--- config.mk ---
export PLATFORM = sky130hd
export DESIGN_NAME = hit_serializer
export DESIGN_NICKNAME = d
export VERILOG_FILES = /design/src/rtl/hs_pkg.sv /design/src/rtl/hs_coarse_timer.sv /design/src/rtl/hs_hit_queue.sv /design/src/rtl/hs_record_shifter.sv /design/src/rtl/hit_serializer.sv
export SDC_FILE = /design/constraint.sdc
export NUM_CORES = 1
export LEC_CHECK = 0
export ABC_AREA = 1
export BUFFER_PORTS_ARGS = -buffer_cell sky130_fd_sc_hd__buf_2
export CORE_MARGIN = 1.5
export CORE_UTILIZATION = 60
export CTS_CLUSTER_DIAMETER = 80
export CTS_CLUSTER_SIZE = 30
export DETAILED_ROUTE_END_ITERATION = 8
export PLACE_DENSITY = 0.77
export SYNTH_ARGS = -nofsm -noshare
export SYNTH_HDL_FRONTEND = slang
export SYNTH_SLANG_ARGS = --single-unit
--- constraint.sdc ---
create_clock -name clk -period 15.6 [get_ports clk]
set_input_delay 3.12 -clock clk [delete_from_list [all_inputs] [get_ports clk]]
set_output_delay 3.12 -clock clk [all_outputs]
set_load 0.01 [all_outputs]
--- src/rtl/hs_pkg.sv ---
// Shared constants and the readout engine state type for the hit serializer.
// Assumes: nothing beyond IEEE 1800-2017 packages.
package hs_pkg;

    localparam int HS_CHANNELS    = 16;
    localparam int HS_STAMP_W     = 24;
    localparam int HS_CODE_W      = 12;
    localparam int HS_QUEUE_DEPTH = 8;

    typedef enum logic [1:0] {
        SR_IDLE = 2'd0,
        SR_WAIT = 2'd1,
        SR_SEND = 2'd2
    } sr_state_e;

endpackage

--- src/rtl/hs_coarse_timer.sv ---
// Coarse time counter: advances by one on every clock with the time-base
// strobe high and wraps to zero past its top value without stalling.
// Assumes: tick_i is synchronous to clk; the reset is synchronous, active low.
module hs_coarse_timer #(
    parameter int STAMP_W = hs_pkg::HS_STAMP_W
) (
    input  logic               clk,
    input  logic               rst_n,
    input  logic               tick_i,
    output logic [STAMP_W-1:0] stamp_o
);

    logic [STAMP_W-1:0] count_q;

    // Count strobes; natural binary overflow gives the wrap
    always_ff @(posedge clk) begin
        if (!rst_n) begin
            count_q <= '0;
        end else if (tick_i) begin
            count_q <= count_q + 1'b1;
        end
    end

    assign stamp_o = count_q;

    // a strobe moves the count by exactly one, including the wrap
    p_coarse_step_r3: assert property (@(posedge clk) disable iff (!rst_n)
        tick_i |=> stamp_o == $past(stamp_o) + 1'b1);

    // without a strobe the count holds
    p_coarse_hold_r3: assert property (@(posedge clk) disable iff (!rst_n)
        !tick_i |=> $stable(stamp_o));

endmodule

--- src/rtl/hs_hit_queue.sv ---
// Pending-hit queue: detects trigger rising edges and writes every new hit
// of a cycle at once, lowest channel first, into a circular store. Hits
// that do not fit the free room are dropped and set a sticky flag.
// Assumes: DEPTH is a power of two; pop_i is only raised when not empty.
module hs_hit_queue #(
    parameter  int CHAN_N = hs_pkg::HS_CHANNELS,
    parameter  int STAMP_W = hs_pkg::HS_STAMP_W,
    parameter  int DEPTH = hs_pkg::HS_QUEUE_DEPTH,
    localparam int CHAN_W = $clog2(CHAN_N)
) (
    input  logic               clk,
    input  logic               rst_n,
    input  logic [CHAN_N-1:0]  trig_i,
    input  logic [STAMP_W-1:0] stamp_i,
    input  logic               pop_i,
    output logic               empty_o,
    output logic [CHAN_W-1:0]  head_chan_o,
    output logic [STAMP_W-1:0] head_stamp_o,
    output logic               overflow_o
);

    localparam int PTR_W = $clog2(DEPTH);
    localparam int LVL_W = $clog2(DEPTH + 1);
    localparam int ENT_W = CHAN_W + STAMP_W;

    logic [CHAN_N-1:0] trig_q;
    logic [CHAN_N-1:0] rise_w;
    logic [CHAN_N-1:0] take_w;
    logic [PTR_W-1:0]  slot_w [CHAN_N];
    logic [LVL_W-1:0]  n_take_w;
    logic              drop_w;
    logic [ENT_W-1:0]  store_q [DEPTH];
    logic [PTR_W-1:0]  wr_q;
    logic [PTR_W-1:0]  rd_q;
    logic [LVL_W-1:0]  level_q;
    logic              ovf_q;

    assign rise_w = trig_i & ~trig_q;

    // Keep last cycle's trigger levels for edge detection
    always_ff @(posedge clk) begin
        if (!rst_n) begin
            trig_q <= '0;
        end else begin
            trig_q <= trig_i;
        end
    end

    // Rank the rising channels and give each one a slot while room lasts
    always_comb begin
        int run;
        int room;
        run    = 0;
        room   = DEPTH - int'(level_q);
        take_w = '0;
        drop_w = 1'b0;
        for (int c = 0; c < CHAN_N; c++) begin
            slot_w[c] = wr_q + PTR_W'(run);
            if (rise_w[c]) begin
                if (run < room) begin
                    take_w[c] = 1'b1;
                end else begin
                    drop_w = 1'b1;
                end
                run++;
            end
        end
        n_take_w = (run < room) ? LVL_W'(run) : LVL_W'(room);
    end

    // Write every accepted hit of this cycle into its slot
    always_ff @(posedge clk) begin
        for (int c = 0; c < CHAN_N; c++) begin
            if (take_w[c]) begin
                store_q[slot_w[c]] <= {CHAN_W'(c), stamp_i};
            end
        end
    end

    // Move the pointers and the fill level
    always_ff @(posedge clk) begin
        if (!rst_n) begin
            wr_q    <= '0;
            rd_q    <= '0;
            level_q <= '0;
        end else begin
            wr_q    <= wr_q + PTR_W'(n_take_w);
            rd_q    <= rd_q + PTR_W'(pop_i);
            level_q <= level_q + n_take_w - LVL_W'(pop_i);
        end
    end

    // Remember any loss until reset
    always_ff @(posedge clk) begin
        if (!rst_n) begin
            ovf_q <= 1'b0;
        end else if (drop_w) begin
            ovf_q <= 1'b1;
        end
    end

    assign empty_o      = (level_q == '0);
    assign head_chan_o  = store_q[rd_q][ENT_W-1 -: CHAN_W];
    assign head_stamp_o = store_q[rd_q][STAMP_W-1:0];
    assign overflow_o   = ovf_q;

    // the fill level never passes the depth
    p_no_overflow_r5: assert property (@(posedge clk) disable iff (!rst_n)
        level_q <= LVL_W'(DEPTH));

    // a drop without a pop leaves the store completely full
    p_drop_when_full_r5: assert property (@(posedge clk) disable iff (!rst_n)
        drop_w && !pop_i |=> level_q == LVL_W'(DEPTH));

    // the loss flag never falls outside reset
    p_ovf_sticky_r6: assert property (@(posedge clk) disable iff (!rst_n)
        overflow_o |=> overflow_o);

    // the engine takes a hit only when one is stored
    p_pop_nonempty_r7: assert property (@(posedge clk) disable iff (!rst_n)
        pop_i |-> level_q != '0);

endmodule

--- src/rtl/hs_record_shifter.sv ---
// Readout engine: takes the oldest hit, waits for the converter's fine-time
// and charge codes, then shifts the joined record out MSB first, one bit
// per clock, with a frame strobe.
// Assumes: the converter holds its codes steady while conv_valid_i is high.
module hs_record_shifter
    import hs_pkg::*;
#(
    parameter  int CHAN_W  = 4,
    parameter  int STAMP_W = hs_pkg::HS_STAMP_W,
    parameter  int CODE_W  = hs_pkg::HS_CODE_W,
    localparam int REC_W   = CHAN_W + STAMP_W + 2 * CODE_W,
    localparam int CNT_W   = $clog2(REC_W)
) (
    input  logic               clk,
    input  logic               rst_n,
    input  logic               empty_i,
    input  logic [CHAN_W-1:0]  head_chan_i,
    input  logic [STAMP_W-1:0] head_stamp_i,
    input  logic               conv_valid_i,
    input  logic [CODE_W-1:0]  fine_i,
    input  logic [CODE_W-1:0]  charge_i,
    output logic               pop_o,
    output logic               conv_ready_o,
    output logic               ser_data_o,
    output logic               ser_frame_o
);

    localparam logic [CNT_W-1:0] LAST_BIT = CNT_W'(REC_W - 1);

    sr_state_e          state_q;
    logic [CHAN_W-1:0]  chan_q;
    logic [STAMP_W-1:0] stamp_q;
    logic [REC_W-1:0]   shreg_q;
    logic [CNT_W-1:0]   bit_q;
    logic               accept_w;

    assign pop_o    = (state_q == SR_IDLE) && !empty_i;
    assign accept_w = (state_q == SR_WAIT) && conv_valid_i;

    // Step the engine through take, wait and send
    always_ff @(posedge clk) begin
        if (!rst_n) begin
            state_q <= SR_IDLE;
        end else begin
            unique case (state_q)
                SR_IDLE: if (pop_o) state_q <= SR_WAIT;
                SR_WAIT: if (conv_valid_i) state_q <= SR_SEND;
                SR_SEND: if (bit_q == LAST_BIT) state_q <= SR_IDLE;
                default: state_q <= SR_IDLE;
            endcase
        end
    end

    // Hold the taken hit while the converter works
    always_ff @(posedge clk) begin
        if (!rst_n) begin
            chan_q  <= '0;
            stamp_q <= '0;
        end else if (pop_o) begin
            chan_q  <= head_chan_i;
            stamp_q <= head_stamp_i;
        end
    end

    // Load the joined record, then shift it left once per bit
    always_ff @(posedge clk) begin
        if (!rst_n) begin
            shreg_q <= '0;
            bit_q   <= '0;
        end else if (accept_w) begin
            shreg_q <= {chan_q, stamp_q, fine_i, charge_i};
            bit_q   <= '0;
        end else if (state_q == SR_SEND) begin
            shreg_q <= shreg_q << 1;
            bit_q   <= bit_q + 1'b1;
        end
    end

    assign conv_ready_o = (state_q == SR_WAIT);
    assign ser_frame_o  = (state_q == SR_SEND);
    assign ser_data_o   = ser_frame_o & shreg_q[REC_W-1];

    // the request stays up until codes arrive
    p_ready_hold_r7: assert property (@(posedge clk) disable iff (!rst_n)
        conv_ready_o && !conv_valid_i |=> conv_ready_o);

    // a completed handshake starts the frame in the next cycle
    p_accept_frame_r7: assert property (@(posedge clk) disable iff (!rst_n)
        conv_ready_o && conv_valid_i |=> ser_frame_o && !conv_ready_o);

    // the first bit on the line is the channel's top bit
    p_first_bit_r8: assert property (@(posedge clk) disable iff (!rst_n)
        conv_ready_o && conv_valid_i |=> ser_data_o == $past(chan_q[CHAN_W-1]));

    // the frame does not break before its last bit
    p_frame_len_r9: assert property (@(posedge clk) disable iff (!rst_n)
        ser_frame_o && bit_q != LAST_BIT |=> ser_frame_o);

    // the frame ends right after its last bit
    p_frame_end_r9: assert property (@(posedge clk) disable iff (!rst_n)
        ser_frame_o && bit_q == LAST_BIT |=> !ser_frame_o);

endmodule

--- src/rtl/hit_serializer.sv ---
// Hit timestamp and serial readout top: joins the coarse timer, the
// pending-hit queue and the readout engine, and drives the trigger OR.
// Assumes: triggers and the time-base strobe are synchronous to clk.
module hit_serializer #(
    parameter int CHAN_N  = hs_pkg::HS_CHANNELS,
    parameter int STAMP_W = hs_pkg::HS_STAMP_W,
    parameter int CODE_W  = hs_pkg::HS_CODE_W,
    parameter int DEPTH   = hs_pkg::HS_QUEUE_DEPTH
) (
    input  logic              clk,
    input  logic              rst_n,
    input  logic [CHAN_N-1:0] trig_i,
    input  logic              tick_i,
    input  logic              conv_valid_i,
    input  logic [CODE_W-1:0] fine_i,
    input  logic [CODE_W-1:0] charge_i,
    output logic              trig_or_o,
    output logic              conv_ready_o,
    output logic              ser_data_o,
    output logic              ser_frame_o,
    output logic              overflow_o
);

    localparam int CHAN_W = $clog2(CHAN_N);

    logic [STAMP_W-1:0] stamp_w;
    logic               empty_w;
    logic               pop_w;
    logic [CHAN_W-1:0]  head_chan_w;
    logic [STAMP_W-1:0] head_stamp_w;

    assign trig_or_o = |trig_i;

    hs_coarse_timer #(
        .STAMP_W (STAMP_W)
    ) u_timer (
        .clk     (clk),
        .rst_n   (rst_n),
        .tick_i  (tick_i),
        .stamp_o (stamp_w)
    );

    hs_hit_queue #(
        .CHAN_N  (CHAN_N),
        .STAMP_W (STAMP_W),
        .DEPTH   (DEPTH)
    ) u_queue (
        .clk          (clk),
        .rst_n        (rst_n),
        .trig_i       (trig_i),
        .stamp_i      (stamp_w),
        .pop_i        (pop_w),
        .empty_o      (empty_w),
        .head_chan_o  (head_chan_w),
        .head_stamp_o (head_stamp_w),
        .overflow_o   (overflow_o)
    );

    hs_record_shifter #(
        .CHAN_W  (CHAN_W),
        .STAMP_W (STAMP_W),
        .CODE_W  (CODE_W)
    ) u_shifter (
        .clk          (clk),
        .rst_n        (rst_n),
        .empty_i      (empty_w),
        .head_chan_i  (head_chan_w),
        .head_stamp_i (head_stamp_w),
        .conv_valid_i (conv_valid_i),
        .fine_i       (fine_i),
        .charge_i     (charge_i),
        .pop_o        (pop_w),
        .conv_ready_o (conv_ready_o),
        .ser_data_o   (ser_data_o),
        .ser_frame_o  (ser_frame_o)
    );

endmodule

== After elaboration in Yosys (flattened, before gate mapping) ==
Memories as Yosys holds them, arrays and structs flattened. A register that Yosys moved wholly into a read port is not among the register bits.
Cells that the tools add are included.

* Word-level logic and storage cells: 203
* Memories kept: 1
* RAM bits: 224
* Register bits: 111
* Output and inout port bits: 5

* $add $sub $neg: 37
* Equality and inequality tests: 6
* Magnitude comparators: 17
* Bitwise operators: 4
* Multiplexer cells: 119
* Reduce and logical (&&, ||, !) cells: 10

{| class="wikitable"
|+ Memories
! memory !! words !! bits a word !! read ports !! clocked after memory_dff !! write ports !! line !! source
|-
| u_queue.store_q || 8 || 28 || 1 || 1 || 16 || hs_hit_queue.sv:32 || <nowiki>logic [ENT_W-1:0] store_q [DEPTH];</nowiki>
|}

{| class="wikitable"
|+ Operator list
! cell !! count
|-
| 32-bit < comparator || 15
|-
| 32-bit 2-to-1 mux || 15
|-
| 32-bit by 2-bit adder with 32-bit output, second input constant || 14
|-
| 52-bit 2-to-1 mux || 2
|-
| 1-bit 2-to-1 mux || 97
|-
| 3-bit adder || 15
|-
| 1-bit by 32-bit < comparator with 1-bit output, first input constant || 1
|-
| 2-bit by 32-bit < comparator with 1-bit output || 1
|-
| 24-bit by 1-bit adder with 24-bit output, second input constant || 1
|-
| 16-bit AND || 1
|-
| 16-bit NOT || 1
|-
| 16-bit OR reduction || 1
|-
| 3-bit by 1-bit adder with 3-bit output || 2
|-
| 6-bit by 1-bit adder with 6-bit output, second input constant || 1
|-
| 6-bit == test, second input constant || 1
|-
| 2-bit 2-to-1 mux || 3
|-
| 2-bit != test, second input constant || 3
|-
| 2-bit case mux with 3 select lines || 1
|-
| 4-bit by 4-bit subtractor with 5-bit output, first input constant || 1
|-
| 4-bit adder || 1
|-
| 4-bit logical NOT || 1
|-
| 4-bit 2-to-1 mux || 1
|-
| 4-bit by 1-bit subtractor with 4-bit output || 1
|-
| 3-bit AND reduction || 1
|-
| other kinds (10) || 12
|}

== Depth between registers and ports, before layout ==
Gate-level depths: netlist (run 1).

* Depth after elaboration: 37
* Mapped depth: 78

== Modules after synthesis ==
A second synthesis (run 1) with hierarchy kept.

* Cell total of the unflattened synthesis: 2,924
* Area, all modules: 22,868.2 µm²

{| class="wikitable"
|+ By module, submodules not included
! module !! times used !! cells each !! area an instance (µm²)
|-
| hs_hit_queue || 1 || 2,264 || 17,934.7
|-
| hs_record_shifter || 1 || 466 || 3,624.7
|-
| hs_coarse_timer || 1 || 179 || 1,252.5
|-
| hit_serializer || 1 || 15 || 56.3
|}

== Least setup slack after synthesis (run 1) ==
OpenSTA, ideal clock, no wires.

* Path kind: input to register
* From: in trig_i[0]
* To: reg u_queue.level_q[3]
* Setup slack: 2,110 ps
* Data required time: 15,485 ps
* Buffers on the path: 0
* Stages: 72
* Arrival time: 13,375 ps
* Cell sequence: inv_1 -> nor2_1 -> inv_1 -> ha_1 -> inv_1 -> nand2_2 -> nand2_1 -> inv_1 -> ha_1 -> or2_2 -> o21ai_4 -> inv_1 -> ha_1 -> or2_2 -> nand2_2 -> inv_1 -> ha_1 -> nand2_1 -> [... 36 more ...] -> inv_1 -> ha_1 -> nand2_1 -> nor2_1 -> a211oi_1 -> nand2_1 -> nand2_1 -> nand2_2 -> o21ai_0 -> ha_1 -> inv_1 -> ha_1 -> a21oi_1 -> nand2_1 -> xnor2_1 -> inv_1 -> a21oi_1 -> nor2_1

* Longest elaborated chain between the ends: 36

{| class="wikitable"
|+ RTL lines
! what !! line !! source
|-
| start, declared || hit_serializer.sv:12 || <nowiki>input logic [CHAN_N-1:0] trig_i,</nowiki>
|-
| 16-bit AND * || hs_hit_queue.sv:38 || <nowiki>assign rise_w = trig_i & ~trig_q;</nowiki>
|-
| 1-bit 2-to-1 mux * || hs_hit_queue.sv:59 || <nowiki>if (rise_w[c]) begin</nowiki>
|-
| 1-bit by 1-bit adder with 2-bit output || hs_hit_queue.sv:65 || <nowiki>run++;</nowiki>
|-
| 32-bit 2-to-1 mux * || hs_hit_queue.sv:59 ||
|-
| 32-bit by 2-bit adder with 32-bit output || hs_hit_queue.sv:65 ||
|-
| 32-bit 2-to-1 mux * || hs_hit_queue.sv:59 ||
|-
| 32-bit by 2-bit adder with 32-bit output || hs_hit_queue.sv:65 ||
|-
| 32-bit 2-to-1 mux * || hs_hit_queue.sv:59 ||
|-
| [... 20 more ...] || n/a ||
|-
| 32-bit by 2-bit adder with 32-bit output || hs_hit_queue.sv:65 ||
|-
| 32-bit 2-to-1 mux * || hs_hit_queue.sv:59 ||
|-
| 32-bit by 2-bit adder with 32-bit output || hs_hit_queue.sv:65 ||
|-
| 32-bit 2-to-1 mux * || hs_hit_queue.sv:59 ||
|-
| 32-bit < comparator || hs_hit_queue.sv:68 || <nowiki>n_take_w = (run < room) ? LVL_W'(run) : LVL_W'(room);</nowiki>
|-
| 4-bit 2-to-1 mux * || hs_hit_queue.sv:68 ||
|-
| 4-bit adder * || hs_hit_queue.sv:89 || <nowiki>level_q <= level_q + n_take_w - LVL_W'(pop_i);</nowiki>
|-
| 4-bit by 1-bit subtractor with 4-bit output * || hs_hit_queue.sv:89 ||
|-
| end signal, assigned || hs_hit_queue.sv:89 ||
|-
| end, declared || hs_hit_queue.sv:35 || <nowiki>logic [LVL_W-1:0] level_q;</nowiki>
|}

Every way passes the cells marked *; elsewhere a longest branch is shown, timed or not.
A chain may end at the register's enable or synchronous reset.

== Final worst setup path (run 1) ==
Ends and elaborated chain as after synthesis.

==> results summary, run 1 <==
Once detail routing completed, the nets flagged for antenna violations numbered 0. The depth of the CTS H-tree is 1. After detailed routing, the number of vias per cell comes to between 5 and 6.

The final number of max-transition violations is 0. The placed wire-length estimate is around 40 mm. The leakage power is 10.65 nW. The top cell types in the final layout, fill and taps aside, are nand2_1 (526), inv_1 (362), nor2_1 (290). Max-cap violations in this run came to 0.

The class of the tightest hold or removal check is reg2reg. The beginning of the worst register-to-register path is u_queue.trig_q[0]$_SDFF_PN0_. After routing, the total negative slack on setup checks comes to 0 ns. The layout net count is a little over 3k. The minimum setup slack among reg-to-reg paths came out at 3.64 ns. VDD sags by at most slightly below 0.2 mV. Sequential elements use about two fifths of the synthesized area. The total overflow left after global routing is 0. The highest attainable clock frequency is roughly 70 MHz. TritonCTS built the clock tree. The worst hold path terminates at u_queue.store_q[0][24]$_SDFFE_PP1P_. The number of clock buffers inserted by TritonCTS is 22.

The slowest stage of the critical path belongs to the cell ha_1. The number of port buffers came out at 48. The synthesized design spends more area on one cell type than any other, namely edfxtp_1.

The area growth from synthesis to layout is 7.751%. The clock transition time at the flip-flop clock pins of the worst setup and hold paths is roughly 0.1 ns. The number of instances on the worst hold path is 2. The worst setup path is captured at a flip-flop.

The endpoint of the most critical register-to-register path is u_queue.level_q[3]$_SDFF_PN0_. The least setup slack across all paths after layout came out at roughly 1.2 ns. Counting cells, the worst reg-to-reg path comes to ~70.

The number of DRC markers after the initial detailed-route iteration is 1753. The number of setup buffers added after CTS is 0. The number of antenna diodes came out at 0.

In the synthesized netlist the dominant register cell turns out to be edfxtp_1. In the synthesized netlist, the number of instances is around 2.8k. The die span in y is approximately 200 um. The area share of the largest cell type after synthesis is between 20 and 30%. The core area is between 30000 and 40000 um^2. The longest individual stage delay on the worst path came out at roughly 0.4 ns.

The post-place instance area came out at between 20000 and 25000 um^2. The worst hold path begins at u_queue.store_q[0][24]$_SDFFE_PP1P_. Counting the fill cells in the layout gives between 3k and 4k. The layout cell share with drive strength beyond 1 is about 9%. Ranked by total cell area, the synthesized netlist is headed by edfxtp_1 (26%), dfxtp_1 (15%), nand2_1 (8.8%). The arrival time reported for the critical path endpoint is 14.88 ns. The data required time at the worst endpoint came out at around 16 ns.

The number of sinks on the clock net is approximately 360. The cell that appears most often on the critical path is nand2_1. The share of async-settable or async-resettable flops after synthesis is 0%. In this run, post-CTS repair resized a total of 0 instances. The full die area came out at roughly 39000 um^2.

The maximum number of pins on one net before global-route repair came out at 80. The post-route clock skew came out at between 0.03 and 0.04 ns. The via count is ~20k.

Global routing used between 20% and 30% of the available tracks across all layers. The share of the clock period used by the worst path is between 90% and 100%. The detail-routed net length per standard cell came out at 17.01 um.

The tree is rooted in a clkbuf_16. The floorplan has 70 rows. The initial core utilization came out at 61.31%.

The post-cts hold buffer count is 0. The setup violation total in the final timing report is 0. The largest fanout on the critical path came out at 7. Yosys mapped the design onto 74 distinct sky130hd cell types. The Yosys step of the flow raised 0 warnings. The routability congestion estimate from global placement came out at between 0.9 and 1. The first-pass iteration count of the detailed router is 5.

The mapped netlist covers approximately 23000 um^2. The synthesized design contains about 190 enable-type register cells. The routed wire length is ~57 mm.

The library cell used most frequently in the layout, excluding fill and tap cells, is nand2_1. The number of global-route vias before repair came to approximately 18k. The launching element type of the critical path is a primary input. For this run, design rule violations remaining after detail routing come to 0. The total of flip-flops plus latches after synthesis came out at 363. Clock latency on the worst-skew pair, taken at its later pin, is 0.57 ns.

The post-layout instance area is 24300 um^2. The number of antenna violations at the first check in global routing is 0. The clock tree buffer depth came out at 3.

The headroom to the max-slew limit is 18.07%. Setup repair after global routing left no endpoint under its margin. The run finished with clean final reports. The worst-case setup slack after placement came out at roughly 0.69 ns. The critical path start-end classification is in2reg.

In this run the mean area of a mapped cell was between 8 and 9 um^2. From left edge to right edge, the die measures between 150 and 200 um. The first-pass GRT wire length came out at between 90 and 100 mm. The number of hold violations in the final report is 0. The total power per unit cell area is approximately 220 nW/um^2.

In this run the count of I/O pins placed on the die edge is between 40 and 50. The actual slew at the worst max-slew pin came out at between 1 and 1.5 ns. The post-route minimum period is approximately 14 ns.
-- Yosys cell counts, types with 27 or more instances --
library cell	n
nand2_1	528
inv_1	363
nor2_1	292
o21ai_0	200
edfxtp_1	192
nand3_1	182
dfxtp_1	171
ha_1	157
a21oi_1	144
clkbuf_1	78
a31oi_1	57
nand4_1	45
nand2_2	36
mux2i_1	34
nor3_1	30
o211ai_1	27
-- kinds of logic after synthesis --
family | after synthesis | synth area share [%]
AO/OA/AOI/OAI | 512 | 13.00
adder cells (fa/ha/maj) | 173 | 10.13
AND/OR/NAND/NOR | 1219 | 25.01
buffers and inverters | 470 | 7.845
multiplexers | 34 | 1.509
flip-flops | 363 | 40.75
other | 1 | 0.01663
XOR/XNOR | 38 | 1.742
-- cell type report --
cell class	count	area [um^2]	area share (%)
multi-input combinational	2025	11800	48.56
sequential	363	9194	37.84
inverter	387	1456	5.994
clock buffer	26	586.8	2.415
tap	468	585.6	2.410
timing repair buffer	73	427.9	1.761
clock inverter	14	250.2	1.030
-- power by group --
| part | internal, W | leakage, nW | switching [W] |
|---|---|---|---|
| combinational | 0.000896 | 6.96 | 0.00202 |
| clock | 0.000302 | 0.390 | 0.000377 |
| sequential | 0.00156 | 3.30 | 0.000146 |
-- worst max-delay path, delay by kind of cell --
kind	cells	cell delay (ns)
compound gates	7	1.38
xor+xnor	1	0.13
fa+ha+maj	17	4.83
buf+inv	13	0.98
simple gates	36	4.48
-- per-stage QoR --
stage / utilization, % / total power, W / cells / hold WS [ns]
after floorplan: - / 0.003717 / 2858 / 0.4261
after global placement: 63.78 / 0.004477 / 3316 / 0.4445
after detailed placement: 63.78 / 0.004593 / 3316 / 0.4535
after CTS: 66.06 / 0.005282 / 3356 / 0.4783
after global routing: 66.06 / 0.005746 / 3356 / 0.5018
final: 66.06 / 0.005307 / 3356 / 0.4796
-- flip-flops by register name, summed over array words and instances, names as in the netlist --
register            count
u_queue.level_q         4
u_queue.overflow_o      1
u_queue.rd_q            3
u_queue.store_q       224
u_queue.trig_q         16
u_queue.wr_q            3
u_shifter.bit_q         6
u_shifter.chan_q        4
u_shifter.shreg_q      52
u_shifter.stamp_q      24
u_shifter.state_q       2
u_timer.stamp_o        24
-- routing by layer --
| metal | vias to the layer above | routed length [um] | part of all wire, % | global-route usage (%) |
|---|---|---|---|---|
| li1 | 9550 | - | - | - |
| met1 | 9197 | 25700 | 45 | 42.59 |
| met2 | 709 | 25720 | 45 | 48.32 |
| met3 | 75 | 4621 | 8.1 | 4.141 |
| met4 | 0 | 1038 | 1.8 | 6.842 |
| met5 | - | 0 | 0 | 0 |
-- worst max-delay path by stage --
stage | start | to | cells past startpoint
after floorplan | trig_i[0] | u_queue.level_q[3]$_SDFF_PN0_ | 72
after global placement | trig_i[0] | u_queue.level_q[3]$_SDFF_PN0_ | 74
after detailed placement | trig_i[0] | u_queue.level_q[3]$_SDFF_PN0_ | 74
after CTS | trig_i[0] | u_queue.level_q[3]$_SDFF_PN0_ | 74
after global routing | trig_i[0] | u_queue.level_q[3]$_SDFF_PN0_ | 74
final | trig_i[0] | u_queue.level_q[3]$_SDFF_PN0_ | 74
Power figures use the tool's default switching activity.
==> run 2, diff against run 1 <==
--- a/config.mk
+++ b/config.mk
@@ -12,7 +12,8 @@
 export CTS_CLUSTER_DIAMETER = 80
 export CTS_CLUSTER_SIZE = 30
 export DETAILED_ROUTE_END_ITERATION = 8
-export PLACE_DENSITY = 0.77
+export PLACE_DENSITY = 0.84
+export SKIP_CTS_REPAIR_TIMING = 1
 export SYNTH_ARGS = -nofsm -noshare
 export SYNTH_HDL_FRONTEND = slang
 export SYNTH_SLANG_ARGS = --single-unit
==> run 2 against run 1 <==
Sequential cell count unchanged. Sequential power hardly changed. Clock skew is 0.0039 ns lower. Largest cell class unchanged. Sequential share of layout area rose by 0.094 points. Clock power shrank 5.6%. Register-to-register slack worse by 0.22 ns. Clock-buffer cell count rose by 1.
==> results summary, run 2 (synthesis gave the netlist of run 1 again) <==
The layout net count came to 3088 (-0.032%). The actual slew at the worst max-slew pin came to 1.241 ns (+0.01340 ns). The flip-flop count of the largest register after layout came to 224 (unchanged). The worst voltage drop across the vdd grid came out at 0.1294 mV (-33%).

The via count came to 19.50k (-0.18%). The cell count after placement came out at 3316 (unchanged). Leaving out fill and tap cells, the most frequent cells in the layout are nand2_1 (527), inv_1 (362), nor2_1 (290). The clock latency reported for the late side of the worst-skew pair came to 0.56 ns (about the same). The max-capacitance violation count is 0 (unchanged). The filler cell count in the final layout came out at 3044 (-1.3%). The post-route clock skew came out at 0.03276 ns (-0.003855 ns). The longest individual stage delay on the worst path is 0.40 ns (about the same). The die span in y was 196.9 um (unchanged). The number of instances on the worst hold path came to 2 (unchanged).

The depth of the CTS H-tree was 1 (unchanged). The number of antenna diodes came out at 0 (unchanged). The number of antenna violations at the first check in global routing came to 1 (+1).

The aggregate global-route resource usage came out at 30.07% (+0.20 points). The core area is 36790 um^2 (unchanged). The post-route minimum period came out at 14.60 ns (+0.2204 ns). The number of port buffers came out at 48 (unchanged).

The first-pass GRT wire length is 93.61 mm (+0.56%). The routed wire length came out at 57.77 mm (+1.2%). For hold timing, the worst endpoint is u_queue.store_q[0][24]$_SDFFE_PP1P_. Setup repair after global routing left no endpoint under its margin.

The final number of max-transition violations is 0 (unchanged). The clock tree buffer depth was 3 (unchanged). The multi-input combinational cell area is 11800 um^2 (about the same). The count of boundary I/O pins came to 49 (unchanged). The area growth from synthesis to layout came out at 7.484%. The standard-cell row count came to 70 (unchanged).

The data required time at the worst endpoint came out at 16.08 ns (-0.02 ns). The beginning of the worst register-to-register path is u_queue.trig_q[0]$_SDFF_PN0_. The leakage power came out at 10.62 nW (-0.26%). The antenna violation net count after detailed routing came out at 0 (unchanged). The minimum hold slack is 0.4704 ns (-0.009234 ns). The minimum setup slack among reg-to-reg paths is 3.42 ns (-0.22 ns). The maximum number of pins on one net before global-route repair was 88 (+10%). The logic depth of the worst register-to-register path came to 71 (-1.4%).

The number of hold violations in the final report came to 0 (unchanged). The detail-routed net length per standard cell came out at 17.22 um (+1.3%). The placed wire-length estimate came out at 41.42 mm (+2.8%).

The number of global-route vias before repair is 18.58k (+0.55%). The beginning of the worst hold path is u_queue.store_q[0][24]$_SDFFE_PP1P_. The layout cell share with drive strength beyond 1 was 9.009% (-0.17 points). The highest attainable clock frequency was 68.49 MHz (-1.5%).

The commonest non-fill, non-tap cell in the layout is nand2_1. The clock transition time at the flip-flop clock pins of the worst setup and hold paths is 0.10 ns (about the same). The class of the tightest hold or removal check is reg2reg. The average via count per standard cell is 5.813 (-0.12%). The highest-delay cell along the critical path is ha_1. The root buffer cell is clkbuf_16. The first-pass iteration count of the detailed router came to 5 (unchanged). The DRC violations left came out at 0 (unchanged). The share of the clock period used by the worst path was 93.59% (+1.4 points). The arrival time reported for the critical path endpoint came out at 15.08 ns (+0.20 ns).

The post-layout instance area came out at 24240 um^2 (-0.25%). The worst setup path is captured at a flip-flop. The footprint of the flip-flops and latches came to 9194 um^2 (unchanged).

The dominant cell type by count on the critical path is nand2_1. The setup path with the least slack is of type in2reg. The aggregate global routing overflow is 0 (unchanged).

TritonCTS built the clock tree. STA classifies the critical path startpoint as a primary input. The setup total negative slack is 0 ns (unchanged).

The post-place instance area is 23460 um^2 (about the same). The combined buffer and inverter count along the critical path came out at 12 (-1). The total power per unit cell area came to 218.1 nW/um^2 (-0.14%). The full die area is 38760 um^2 (unchanged). The endpoint of the most critical register-to-register path is u_queue.level_q[3]$_SDFF_PN0_.

The number of clock buffers inserted by TritonCTS is 21 (-4.5%). The headroom to the max-slew limit came out at 17.17% (-0.89 points). The initial core utilization came out at 61.31% (unchanged). The largest fanout on the critical path is 7 (unchanged). In this design, the largest share of critical-path delay is due to adder cells.

The count of placed standard cells in the final layout, fillers left out is 3354 (-0.060%). The x dimension of the die came to 196.9 um (unchanged). The run finished with clean final reports. The routability congestion estimate from global placement is 0.9696 (+1.9%). The number of DRC markers after the initial detailed-route iteration is 1769 (+0.91%). The number of sinks on the clock net was 363 (unchanged).

The setup violation total in the final timing report came out at 0 (unchanged).
[run 2: cell types whose count changed in the layout (fill, tap and decap cells not counted), sizes merged]
cell | before | now
clkinvlp | 1 | 0
clkinv | 12 | 11
clkbuf | 26 | 27
inv | 388 | 387
[run 2: worst max-delay path by stage]
| stage | from | end | depth (start not counted) |
|---|---|---|---|
| finish | trig_i[0] | u_queue.level_q[3]$_SDFF_PN0_ | 73 |
| global route | trig_i[0] | u_queue.level_q[3]$_SDFF_PN0_ | 74 |
| floorplan | trig_i[0] | u_queue.level_q[3]$_SDFF_PN0_ | 72 |
| global placement | trig_i[0] | u_queue.level_q[3]$_SDFF_PN0_ | 73 |
| CTS | trig_i[0] | u_queue.level_q[3]$_SDFF_PN0_ | 73 |
| detailed placement | trig_i[0] | u_queue.level_q[3]$_SDFF_PN0_ | 73 |
[run 2: area by class of cell]
cell class	count	share of cell area (%)
sequential	363	37.93
inverter	387	6.008
clock inverter	11	0.9549
tap	468	2.416
timing repair buffer	73	1.765
clock buffer	27	2.261
multi-input combinational	2025	48.67
[run 2: power by group]
part           internal [W]  total, W  leakage, nW  switching, W
registers           0.00156   0.00171         3.30      0.000147
clock network      0.000280  0.000641        0.360      0.000360
logic              0.000901   0.00294         6.96       0.00204
[run 2: routing by layer]
| layer | up-vias | GRT usage [%] | share of wire, % |
|---|---|---|---|
| li1 | 9551 | - | - |
| met1 | 9128 | 41.74 | 44 |
| met4 | 2 | 8.482 | 2.4 |
| met3 | 114 | 4.312 | 7.7 |
| met2 | 701 | 49.16 | 45 |
| met5 | - | 0 | 0.023 |
[run 2: tightest hold or removal path: stages, from the launching register on]
cell and delay [ns]:
dfxtp_1 0.34, nand2_1 0.05, nand3_1 0.05
[run 2: stage by stage]
| step | utilization (%) | worst slack [ns] | power [W] |
|---|---|---|---|
| 4_1_cts | 65.89 | 1.094 | 0.005248 |
| 3_3_place_gp | 63.78 | 1.108 | 0.004460 |
| 6_report | 65.89 | 1.000 | 0.005286 |
| 2_1_floorplan | - | 2.110 | 0.003717 |
| 5_1_grt | 65.89 | 0.05762 | 0.005725 |
| 3_5_place_dp | 63.78 | 0.5597 | 0.004599 |
==> run 3, diff against run 2 <==
--- a/config.mk
+++ b/config.mk
@@ -5,7 +5,6 @@
 export SDC_FILE = /design/constraint.sdc
 export NUM_CORES = 1
 export LEC_CHECK = 0
-export ABC_AREA = 1
 export BUFFER_PORTS_ARGS = -buffer_cell sky130_fd_sc_hd__buf_2
 export CORE_MARGIN = 1.5
 export CORE_UTILIZATION = 60
==> run 3 against run 2 <==
Register-to-register slack worse by 0.25 ns. Design area decreased by 3.3%. First-iteration DRC count is 11% lower. Non-clock buffer count up 5. Die area decreased by 3.7%.
==> results summary, run 3 <==
The average via count per standard cell came out at 6.403 (+10%). The number of DRC markers after the initial detailed-route iteration came out at 1568 (-11%). The arrival time reported for the critical path endpoint came out at 15.25 ns (+0.17 ns). The mapped cell area is 21710 um^2 (-3.7%). The least setup slack across all paths after layout came to 0.7974 ns (-0.2026 ns). The cell count after placement is 2596 (-22%). The full die area came out at 37340 um^2 (-3.7%). The max-capacitance violation count came out at 0 (unchanged). The aggregate global-route resource usage is 31.02% (+0.95 points). For hold timing, the worst endpoint is u_shifter.shreg_q[51]$_SDFFE_PN0P_. The number of port buffers is 48 (unchanged). The root buffer cell is clkbuf_16. The worst setup path is captured at a flip-flop. The maximum number of pins on one net before global-route repair was 64 (-27%). The clock latency reported for the late side of the worst-skew pair is 0.55 ns (about the same). The flow ran to the end, and the final reports show no timing, DRC or antenna violations. The share of the clock period used by the worst path came out at 94.89% (+1.3 points).

The number of hold violations in the final report came out at 0 (unchanged). The number of enable flip-flop cells after synthesis came out at 192 (unchanged). The layout net count came out at 2374 (-23%).

The synthesized instance count was 2085 (-26%). The clock transition time at the flip-flop clock pins of the worst setup and hold paths is 0.11 ns (about the same). The highest attainable clock frequency came out at 67.56 MHz (-1.4%). The worst-case setup slack after placement is -0.3176 ns (-0.8773 ns). The count of boundary I/O pins came out at 49 (unchanged). TritonCTS built the clock tree.

The worst setup path is launched from a primary input. The number of global-route vias before repair came out at 16.49k (-11%). The initial core utilization came out at 61.04% (-0.26 points). The routed wire length was 58.29 mm (+0.89%). Setup repair after global routing left no endpoint under its margin.

Yosys attributes the largest share of cell area to edfxtp_1 (27%), dfxtp_1 (16%), ha_1 (9.0%). The via count is 16.85k (-14%). The filler cell count in the final layout was 2755 (-9.5%). The flip-flop count of the largest register after layout was 224 (unchanged). The busiest metal layer after global routing is met2. The worst register-to-register path begins at u_queue.trig_q[0]$_SDFF_PN0_. The final number of max-transition violations was 0 (unchanged). In the layout the commonest cells are nand2_1 (199), edfxtp_1 (192), nor2_1 (175). The post-route minimum period is 14.80 ns (+0.2026 ns). The first-pass iteration count of the detailed router was 5 (unchanged). The post-route clock skew is 0.02776 ns (-0.005004 ns).

The area growth from synthesis to layout is 7.970%. The count of synthesis-stage warnings from yosys is 0 (unchanged). The headroom to the max-slew limit is 20.21% (+3.0 points). The minimum hold slack is 0.4576 ns (-0.01280 ns). The setup violation total in the final timing report came out at 0 (unchanged). Sorting the synthesized cells by how often they occur yields nand2_1 (199), edfxtp_1 (192), nor2_1 (176). The number of antenna diodes is 0 (unchanged).

The total of flip-flops plus latches after synthesis came out at 363 (unchanged). The largest area contributor in the synthesized netlist is edfxtp_1. The worst register-to-register path ends at u_queue.level_q[3]$_SDFF_PN0_. The number of sinks on the clock net came out at 363 (unchanged). The highest-delay cell along the critical path is mux2_2. The number of instances on the worst hold path is 2 (unchanged). The standard-cell row count came to 69 (-1.4%).

The startpoint identified for the worst hold timing path is u_shifter.shreg_q[51]$_SDFFE_PN0P_. The die span in y is 193.2 um (-1.8%). The met1 demand-to-capacity share in global routing came to 44.51% (+2.8 points).

The area share of the largest cell type after synthesis came out at 26.55% (+0.99 points). The layout cell share with drive strength beyond 1 came out at 10.74% (+1.7 points). The largest fanout on the critical path was 6 (-1). The placed wire-length estimate came out at 41.86 mm (+1.1%).

The number of different library cells in the post-synthesis netlist was 94 (+27%). The first-pass GRT wire length is 91.89 mm (-1.8%). The met2 demand-to-capacity share in global routing is 49.29% (+0.13 points). The most instantiated flip-flop cell in the synthesis netlist is edfxtp_1.

The routability congestion estimate from global placement came out at 1.004 (+3.5%). The share of synthesized area occupied by flip-flops and latches was 42.32% (+1.6 points). In this design, the critical path's most frequently occurring cell is ha_1.

The actual slew at the worst max-slew pin came to 1.194 ns (-0.04702 ns). The core area is 35570 um^2 (-3.3%). The longest individual stage delay on the worst path was 0.37 ns (-0.03 ns). The met3 layer usage reported by global route came out at 4.690% (+0.38 points). The class of the tightest hold or removal check is reg2reg. The setup path with the least slack is of type in2reg.

In the post-synthesis netlist, the cell with the most instances is nand2_1. The detail-routed net length per standard cell is 22.15 um (+29%). The minimum setup slack among reg-to-reg paths came out at 3.17 ns (-0.25 ns). The aggregate global routing overflow was 0 (unchanged). The share of async-settable or async-resettable flops after synthesis came out at 0% (unchanged).

The count of placed standard cells in the final layout, fillers left out is 2631 (-22%). The clock tree buffer depth came out at 3 (unchanged). The DRC violations left is 0 (unchanged). The x dimension of the die came out at 193.2 um (-1.8%).

The logic depth of the worst register-to-register path is 65 (-8.5%). The number of antenna violations at the first check in global routing was 1 (unchanged). The number of clock buffers inserted by TritonCTS came out at 19 (-9.5%).

The data required time at the worst endpoint is 16.05 ns (-0.03 ns). The depth of the CTS H-tree is 1 (unchanged). The mean instance size in the synthesized netlist is 10.41 um^2 (+30%). The antenna violation net count after detailed routing came out at 0 (unchanged). Leaving out fill and tap cells, the most frequent cell in the layout is nand2_1.
[run 3: changes by cell type after synthesis, sizes merged, moves of 47 or more]
cell	before	now
a22oi	3	58
a31oi	57	10
and2	0	47
inv	383	74
mux4	0	56
nand2	583	200
nand3	205	57
nor2	306	176
o21ai	212	63
xnor2	23	75
[run 3: worst max-delay path by stage]
stage | cells past startpoint | startpoint | endpoint | slack [ns]
6_report | 66 | trig_i[0] | u_queue.level_q[3]$_SDFF_PN0_ | 0.80
3_5_place_dp | 65 | trig_i[0] | u_queue.level_q[3]$_SDFF_PN0_ | -0.32
3_3_place_gp | 63 | trig_i[0] | u_queue.level_q[3]$_SDFF_PN0_ | 0.24
5_1_grt | 66 | trig_i[0] | u_queue.level_q[3]$_SDFF_PN0_ | 0.05
2_1_floorplan | 61 | trig_i[0] | u_queue.level_q[3]$_SDFF_PN0_ | 0.64
4_1_cts | 63 | trig_i[0] | u_queue.level_q[3]$_SDFF_PN0_ | 0.21
[run 3: cell families (layout without fill, tap and decap cells)]
kind of cell	count (synthesis)	after routing	share of synthesized area (%)
compound gates	455	455	14.06
xor+xnor	126	126	6.541
flops	363	363	42.32
buf+inv	151	188	2.645
fa+ha+maj	173	173	10.52
simple gates	724	724	16.42
mux	92	92	7.474
other cells	1	49	0.01727
[run 3: layout make-up]
| cell class | count | area, um^2 | share of cell area, % |
|---|---|---|---|
| multi-input cells | 1619 | 12200 | 52.04 |
| flip-flops and latches | 363 | 9195 | 39.22 |
| well taps | 461 | 576.8 | 2.461 |
| clock buffers | 25 | 519.2 | 2.215 |
| repair buffers | 78 | 465.4 | 1.985 |
| inverters | 76 | 289.0 | 1.233 |
| clock inverters | 9 | 196.4 | 0.8380 |
[run 3: critical path: cells and delay by family]
| family | cells | cell delay [ns] |
|---|---|---|
| buffers and inverters | 10 | 0.97 |
| muxes | 2 | 0.50 |
| xor gates and xnor gates | 1 | 0.11 |
| and+or+nand+nor | 14 | 1.86 |
| adders and majority gates | 17 | 4.71 |
| AOI/OAI and AO/OA | 22 | 3.96 |
[run 3: per-stage QoR]
step / cell area [um^2] / util [%] / setup TNS, ns
after global routing: 23440 / 65.91 / 0
after detailed placement: 22670 / 63.73 / -0.3387
after floorplan: 21890 / - / 0
final: 23440 / 65.91 / 0
after global placement: 22670 / 63.73 / 0
after CTS: 23380 / 65.75 / 0
[run 3: routing by layer]
metal,up-vias,part of all wire [%]
met5,-,0
met4,0,2.5
met3,101,8.2
met2,693,46
met1,8223,44
li1,7830,-
Power of run 3 is not shown: default switching activity piles up to over one toggle a cycle in this logic, so the estimate is an artifact.
